<file path="src/rtl/ebc_pkg.sv">
package ebc_pkg;

  // Modulo step of a ring counter
  function automatic int unsigned ring_step(int unsigned p, int unsigned depth);
    return (p + 1) % depth;
  endfunction

  // Start position of the writer relative to the reader
  function automatic int unsigned start_lead(int unsigned depth);
    return depth / 2;
  endfunction

  // Comparison of the delivered bit against the captured one
  function automatic logic bits_differ(logic delivered, logic captured);
    return delivered ^ captured;
  endfunction

endpackage

</file>
<file path="src/rtl/ebc_wr_side.sv">
module ebc_wr_side
  import ebc_pkg::*;
#(
  parameter int ADDR_W = 4,
  parameter int DEPTH  = 1 << ADDR_W
) (
  input  logic              wr_clk,
  input  logic              rst_n,
  input  logic              wr_en,
  input  logic              wr_data,
  input  logic              ack_sync,
  output logic [DEPTH-1:0]  ring_q,
  output logic [ADDR_W-1:0] wr_ptr,
  output logic [ADDR_W-1:0] samp_addr,
  output logic              samp_bit,
  output logic              req_tgl,
  output logic              pending
);
  localparam logic [ADDR_W-1:0] LEAD = ADDR_W'(start_lead(DEPTH));

  logic take;

  assign pending = req_tgl ^ ack_sync;
  assign take    = wr_en & ~pending;

  // Ring storage and write counter
  always_ff @(posedge wr_clk or negedge rst_n) begin
    if (!rst_n) begin
      ring_q <= '0;
      wr_ptr <= LEAD;
    end else if (wr_en) begin
      ring_q[wr_ptr] <= wr_data;
      wr_ptr         <= ADDR_W'(ring_step(32'(wr_ptr), DEPTH));
    end
  end

  // Sample latches: loaded only when no check is outstanding
  always_ff @(posedge wr_clk or negedge rst_n) begin
    if (!rst_n) begin
      samp_addr <= '0;
      samp_bit  <= 1'b0;
      req_tgl   <= 1'b0;
    end else if (take) begin
      samp_addr <= wr_ptr;
      samp_bit  <= wr_data;
      req_tgl   <= ~req_tgl;
    end
  end
endmodule

</file>
<file path="config.mk">
export PLATFORM = sky130hd
export DESIGN_NAME = ebc_wr_side
export DESIGN_NICKNAME = d
export VERILOG_FILES = /design/src/rtl/ebc_pkg.sv /design/src/rtl/ebc_wr_side.sv
export SDC_FILE = /design/constraint.sdc
export NUM_CORES = 1
export LEC_CHECK = 0
export BUFFER_PORTS_ARGS = -buffer_cell sky130_fd_sc_hd__buf_2
export CORE_AREA = 2 2 66 68
export CTS_BUF_LIST = sky130_fd_sc_hd__clkbuf_8
export DETAILED_ROUTE_END_ITERATION = 7
export DIE_AREA = 0 0 68 70
export PLACE_DENSITY = 0.54
export RECOVER_POWER = 25
export SLEW_MARGIN = 10
export SYNTH_ARGS = -nofsm -noshare
export SYNTH_HDL_FRONTEND = slang
export SYNTH_SLANG_ARGS = --single-unit
</file>
<file path="constraint.sdc">
create_clock -name wr_clk -period 2.1 [get_ports wr_clk]
set_input_delay 0.525 -clock wr_clk [delete_from_list [all_inputs] [get_ports wr_clk]]
set_output_delay 0.525 -clock wr_clk [all_outputs]
set_load 0.005 [all_outputs]
</file>
---- Word level (Yosys, flattened, before mapping) ----
Cells that the tools add are included.
cells by class
  add/sub/neg operators ................... 1
  multiply operators ...................... 0
  div/mod/pow operators ................... 0
  magnitude comparators ................... 2
  equal/unequal tests ..................... 0
  shifts and indexed selects .............. 0
  muxes and demuxes ....................... 3
  bitwise gates (word level) .............. 4
  reduce and logical (&&, ||, !) cells .... 1
operator list
  cell                                                                                  number
  16-bit bitwise mux                                                                    1
  4-bit by 5-bit less-than comparator with 1-bit output (second input constant)         1
  4-bit by 1-bit adder with 4-bit output (second input constant)                        1
  1-bit demux with 4-bit select                                                         1
  4-bit by 1-bit greater-or-equal comparator with 1-bit output (second input constant)  1
  1-bit inverter                                                                        2
  1-bit AND                                                                             1
  1-bit logical AND                                                                     1
  1-bit two-way mux                                                                     1
  1-bit XOR                                                                             1
word-level totals
  register bits after elaboration ......... 26
  latch bits .............................. 0
  RAM bits ................................ 0
  ROM bits ................................ 0
  bits of input ports ..................... 5
  output and inout bits ................... 27
  logic and storage cells ................. 16
  memories ................................ 0

---- Depth between registers and ports, before layout ----
  depth in word-level cells ............... 5
  gate-level depth with buffers ........... 5
  depth with buffers taken out ............ 5

---- Worst setup path before layout ----
No wires, ideal clock.
  path kind ............................... input to register
  from .................................... in ack_sync
  to ...................................... reg samp_addr[0]
  setup time .............................. 0.125 ns
  arrival ................................. 1.317 ns
  path slack .............................. 0.658 ns
  stages .................................. 4
  buffers on the path ..................... 1
  path through ............................ xor2_1 or2_1 buf_6 mux2_4
between the ends
  cells in the longest elaborated chain, start to end .. 3
RTL lines
  item                  RTL line           RTL
  start, declared       ebc_wr_side.sv:11  input logic ack_sync,
  1-bit XOR             ebc_wr_side.sv:23  assign pending = req_tgl ^ ack_sync;
  1-bit inverter        ebc_wr_side.sv:24  assign take = wr_en & ~pending;
  1-bit AND             ebc_wr_side.sv:24
  end signal, assigned  ebc_wr_side.sv:44  samp_addr <= wr_ptr;
  end, declared         ebc_wr_side.sv:14  output logic [ADDR_W-1:0] samp_addr,
Every way passes these cells.
A chain may end at the register's enable or synchronous reset.

---- Worst setup path after layout ----
  from .................................... reg wr_ptr[2]
  to ...................................... out wr_ptr[2]
RTL lines
  item                    RTL line           RTL
  start, declared         ebc_wr_side.sv:13  output logic [ADDR_W-1:0] wr_ptr,
  start signal, assigned  ebc_wr_side.sv:33  wr_ptr <= ADDR_W'(ring_step(32'(wr_ptr), DEPTH));
No word-level cell between the ends.

==> parameters.txt <==
Parameter                              Value

Outcome
  Status ... finished, final reports clean

Power and ir drop
  Leak ... 0.676 nW
  Worst-case vdd ir drop ... 0.370 mV
  Power density over the cells ... 1400 mW/mm^2
  Final Total Pwr ... approximately 2.0 mW

Timing
  Setup clock skew after layout ... 0.00236 ns
  Final setup TNS ... 0 ns
  Measured slew at the worst slew-check pin ... 1.36 ns
  Worst relative slew slack ... 9.47%
  Unrepaired setup endpoints after global routing ... no
  Post-Route Hold Slack ... 0.459 ns
  Peak Freq ... 0.615 GHz
  Hold Violations, Final ... 0
  Final critical-path share of the clock period ... 77.4%
  Crit path time final ... 1.63 ns
  Number of max-slew violations in the final report ... 0
  Final Setup Violations ... 0

Floorplan
  Height of the chip ... ~70 um
  Std-Cell Rows ... 24
  Total Die Area ... 0.00476 sq mm
  Horizontal die dimension ... 68 um
  Number of ports placed on the die boundary ... 32
  CORE AREA ... 0.00414 sq mm
  Initial cell density of the core ... 28.5%

Cells and area
  Layout-stage area growth over the synthesis result ... 20.2%
  Commonest cells after routing, fill and taps aside ... sky130_fd_sc_hd__buf_2, sky130_fd_sc_hd__dfrtp_1, sky130_fd_sc_hd__mux2_2
  # nets final ... ~130
  Share of final-layout standard cells stronger than drive strength 1 ... 47.1%
  Filler instances ... roughly 440
  Leading cell type in the layout, fill and taps excluded ... sky130_fd_sc_hd__buf_2
  Final core utilization ... 34.3%
  Post-route design area ... 0.00142 sq mm
  Ant. Diodes ... 0

Clock network
  Maximum buffer depth of the clock tree ... 2
  CTS tree ... done
  H-Tree Depth ... 1
  Num Clock Sinks ... 26
  Number of cells upsized or downsized after cts ... 0
  TritonCTS buffer count ... 3
  Post-CTS setup repair buffer count ... 0
  Clock latency on the worst-skew pair ... ~0.26 ns
  Cts hold-fix bufs ... 0
  CTS Root Cell ... sky130_fd_sc_hd__clkbuf_8
  Clock transition at path regs ... 0.09 ns

Synth
  Cell types occupying the most area after synthesis ... sky130_fd_sc_hd__dfrtp_1, sky130_fd_sc_hd__mux2_2, sky130_fd_sc_hd__mux2_4, sky130_fd_sc_hd__ha_1, sky130_fd_sc_hd__nand3_1
  Post-synthesis instance area ... ~0.0012 sq mm
  Cell accounting for the most synthesized area ... sky130_fd_sc_hd__dfrtp_1
  Seq cells post-synth ... 26
  Total number of yosys warnings ... 0
  Top-area cell type share of the netlist area ... a little over half
  Syn Inst Count ... 92
  Simple-gate portion of the synthesized area ... 11.2%
  Mean Syn Cell Area ... 12.8 sq um
  Total nets after synthesis ... slightly above 100
  Multiplexer area fraction after synthesis ... between 20 and 25%
  Largest family of logic cells by synthesized area ... multiplexers
  Number of distinct standard cells referenced by the synthesized netlist ... 19
  Share of synthesized cell area in full adder, half adder and majority cells ... under 10%
  Fraction of the mapped netlist area in compound gates ... 0.847%
  Xor and xnor area share after synthesis ... 2.97%
  Share of the yosys chip area belonging to registers ... 55.2%

Routing
  Vias per inst ... 4.49
  Wire length per cell after detailed routing ... 13.1 um
  Via count ... 776
  Wire length reported by the detailed router ... 2270 um
  Residual DRC ... 0
  Starting DRT DRC Count ... 47
  Antenna viol nets, final ... 0
  Number of detailed-route iterations in the first pass ... 4

Worst setup path
  Crit Path Max Fanout ... 14
  Data arrival time at the worst-slack endpoint ... 1.10 ns
  Crit path max-delay cell type ... sky130_fd_sc_hd__dfrtp_1
  Launch point of the worst path ... wr_ptr[2]
  Crit-path max cell delay ... between 0.6 and 0.7 ns
  Crit path cell chain ... buf_2
  CP required ... approximately 1.6 ns
  Buffers and inverters on the worst path ... 1
  Worst R2R Path Depth ... 3
  Setup crit end kind ... output pin
  Worst flop-to-flop path startpoint ... wr_ptr[2]
  Crit start category ... register
  Number of stages on the worst setup path ... 1
  CP Class ... reg -> out
  Cell family with most CP delay ... flip-flops

Placed design
  Number of buffers inserted by port buffering ... 31
  HPWL after detailed placement ... 1670 um
  GPL Wtd Cong ... 0.667
  Placed standard-cell area ... 0.00137 sq mm

Hold path
  HP Class ... in -> reg
  Number of instances on the worst hold path ... 2
  Worst Min Path Start ... ack_sync

GRT
  Global route total overflow ... 0
  Wire length of the first global-routing pass ... 3770 um
  Vias in the first global route ... 784
  All-layer global routing usage ... 10.3%
  Maximum number of pins on one net before global-route repair ... 27
  Initial antenna violation count ... 0

Job
  Max-cap check violation count ... 0
[worst paths after layout]
check / to / slack [ns]
worst max-delay path: wr_ptr[2] / 0.47
worst min-delay path: req_tgl / 0.46
worst max register to register: ring_q[7] / 0.57
worst min register to register: ring_q[5] / 0.51
max in group asynchronous: ring_q[4] / 0.76
min in group asynchronous: req_tgl / 0.55
[area by class of cell]
class / count / area [sq um] / area share [%]
Sequential cell: 26 / 652 / 45.9
Clock buffer: 4 / 55.1 / 3.88
Tap cell: 52 / 65.1 / 4.58
Multi-Input combinational cell: 57 / 483 / 34.0
Timing Repair Buffer: 31 / 154 / 10.8
Inverter: 3 / 11.3 / 0.793
[per-layer routing]
layer / vias to the layer above / global-route usage, % / routed length [um]
met4: 0 / 3.33 / 22
met2: 24 / 16.0 / 1030
met3: 2 / 2.42 / 165
li1: 373 / - / -
met5: - / 0 / 0
met1: 377 / 13.9 / 1060
[synthesized netlist by cell type, drive strengths merged]
cell / instances
dfrtp: 25
nand4: 5
clkbuf: 1
dfstp: 1
xnor2: 2
o21ai: 2
xor2: 2
mux2: 21
inv: 3
nand2: 6
nor3: 4
nor2b: 2
nand3: 8
ha: 4
or2: 1
buf: 5
[per-stage QoR]
| step | setup WS, ns | instances |
|---|---|---|
| 2_1_floorplan | 0.658 | 92 |
| 3_5_place_dp | 0.404 | 169 |
| 6_report | 0.474 | 173 |
| 5_1_grt | 0.417 | 173 |
| 4_1_cts | 0.468 | 173 |
| 3_3_place_gp | 0.430 | 169 |
[cell families (layout without fill, tap and decap cells)]
group | Yosys count | in the layout
xor gates and xnor gates | 4 | 4
muxes | 21 | 21
adders and majority gates | 4 | 4
and+or+nand+nor | 26 | 26
buffers and inverters | 9 | 38
DFF | 26 | 26
AOI/OAI and AO/OA | 2 | 2
[flip-flops by register name, indices dropped and copies added, names as in the netlist]
signal and flops:
wr_ptr 4, ring_q 16, samp_addr 4, samp_bit 1, req_tgl 1
[where the power goes]
part           switching, mW  internal (mW)
logic                  0.301          0.422
registers              0.205          0.737
clock network          0.149          0.167
(Power assumes the default switching activity.)
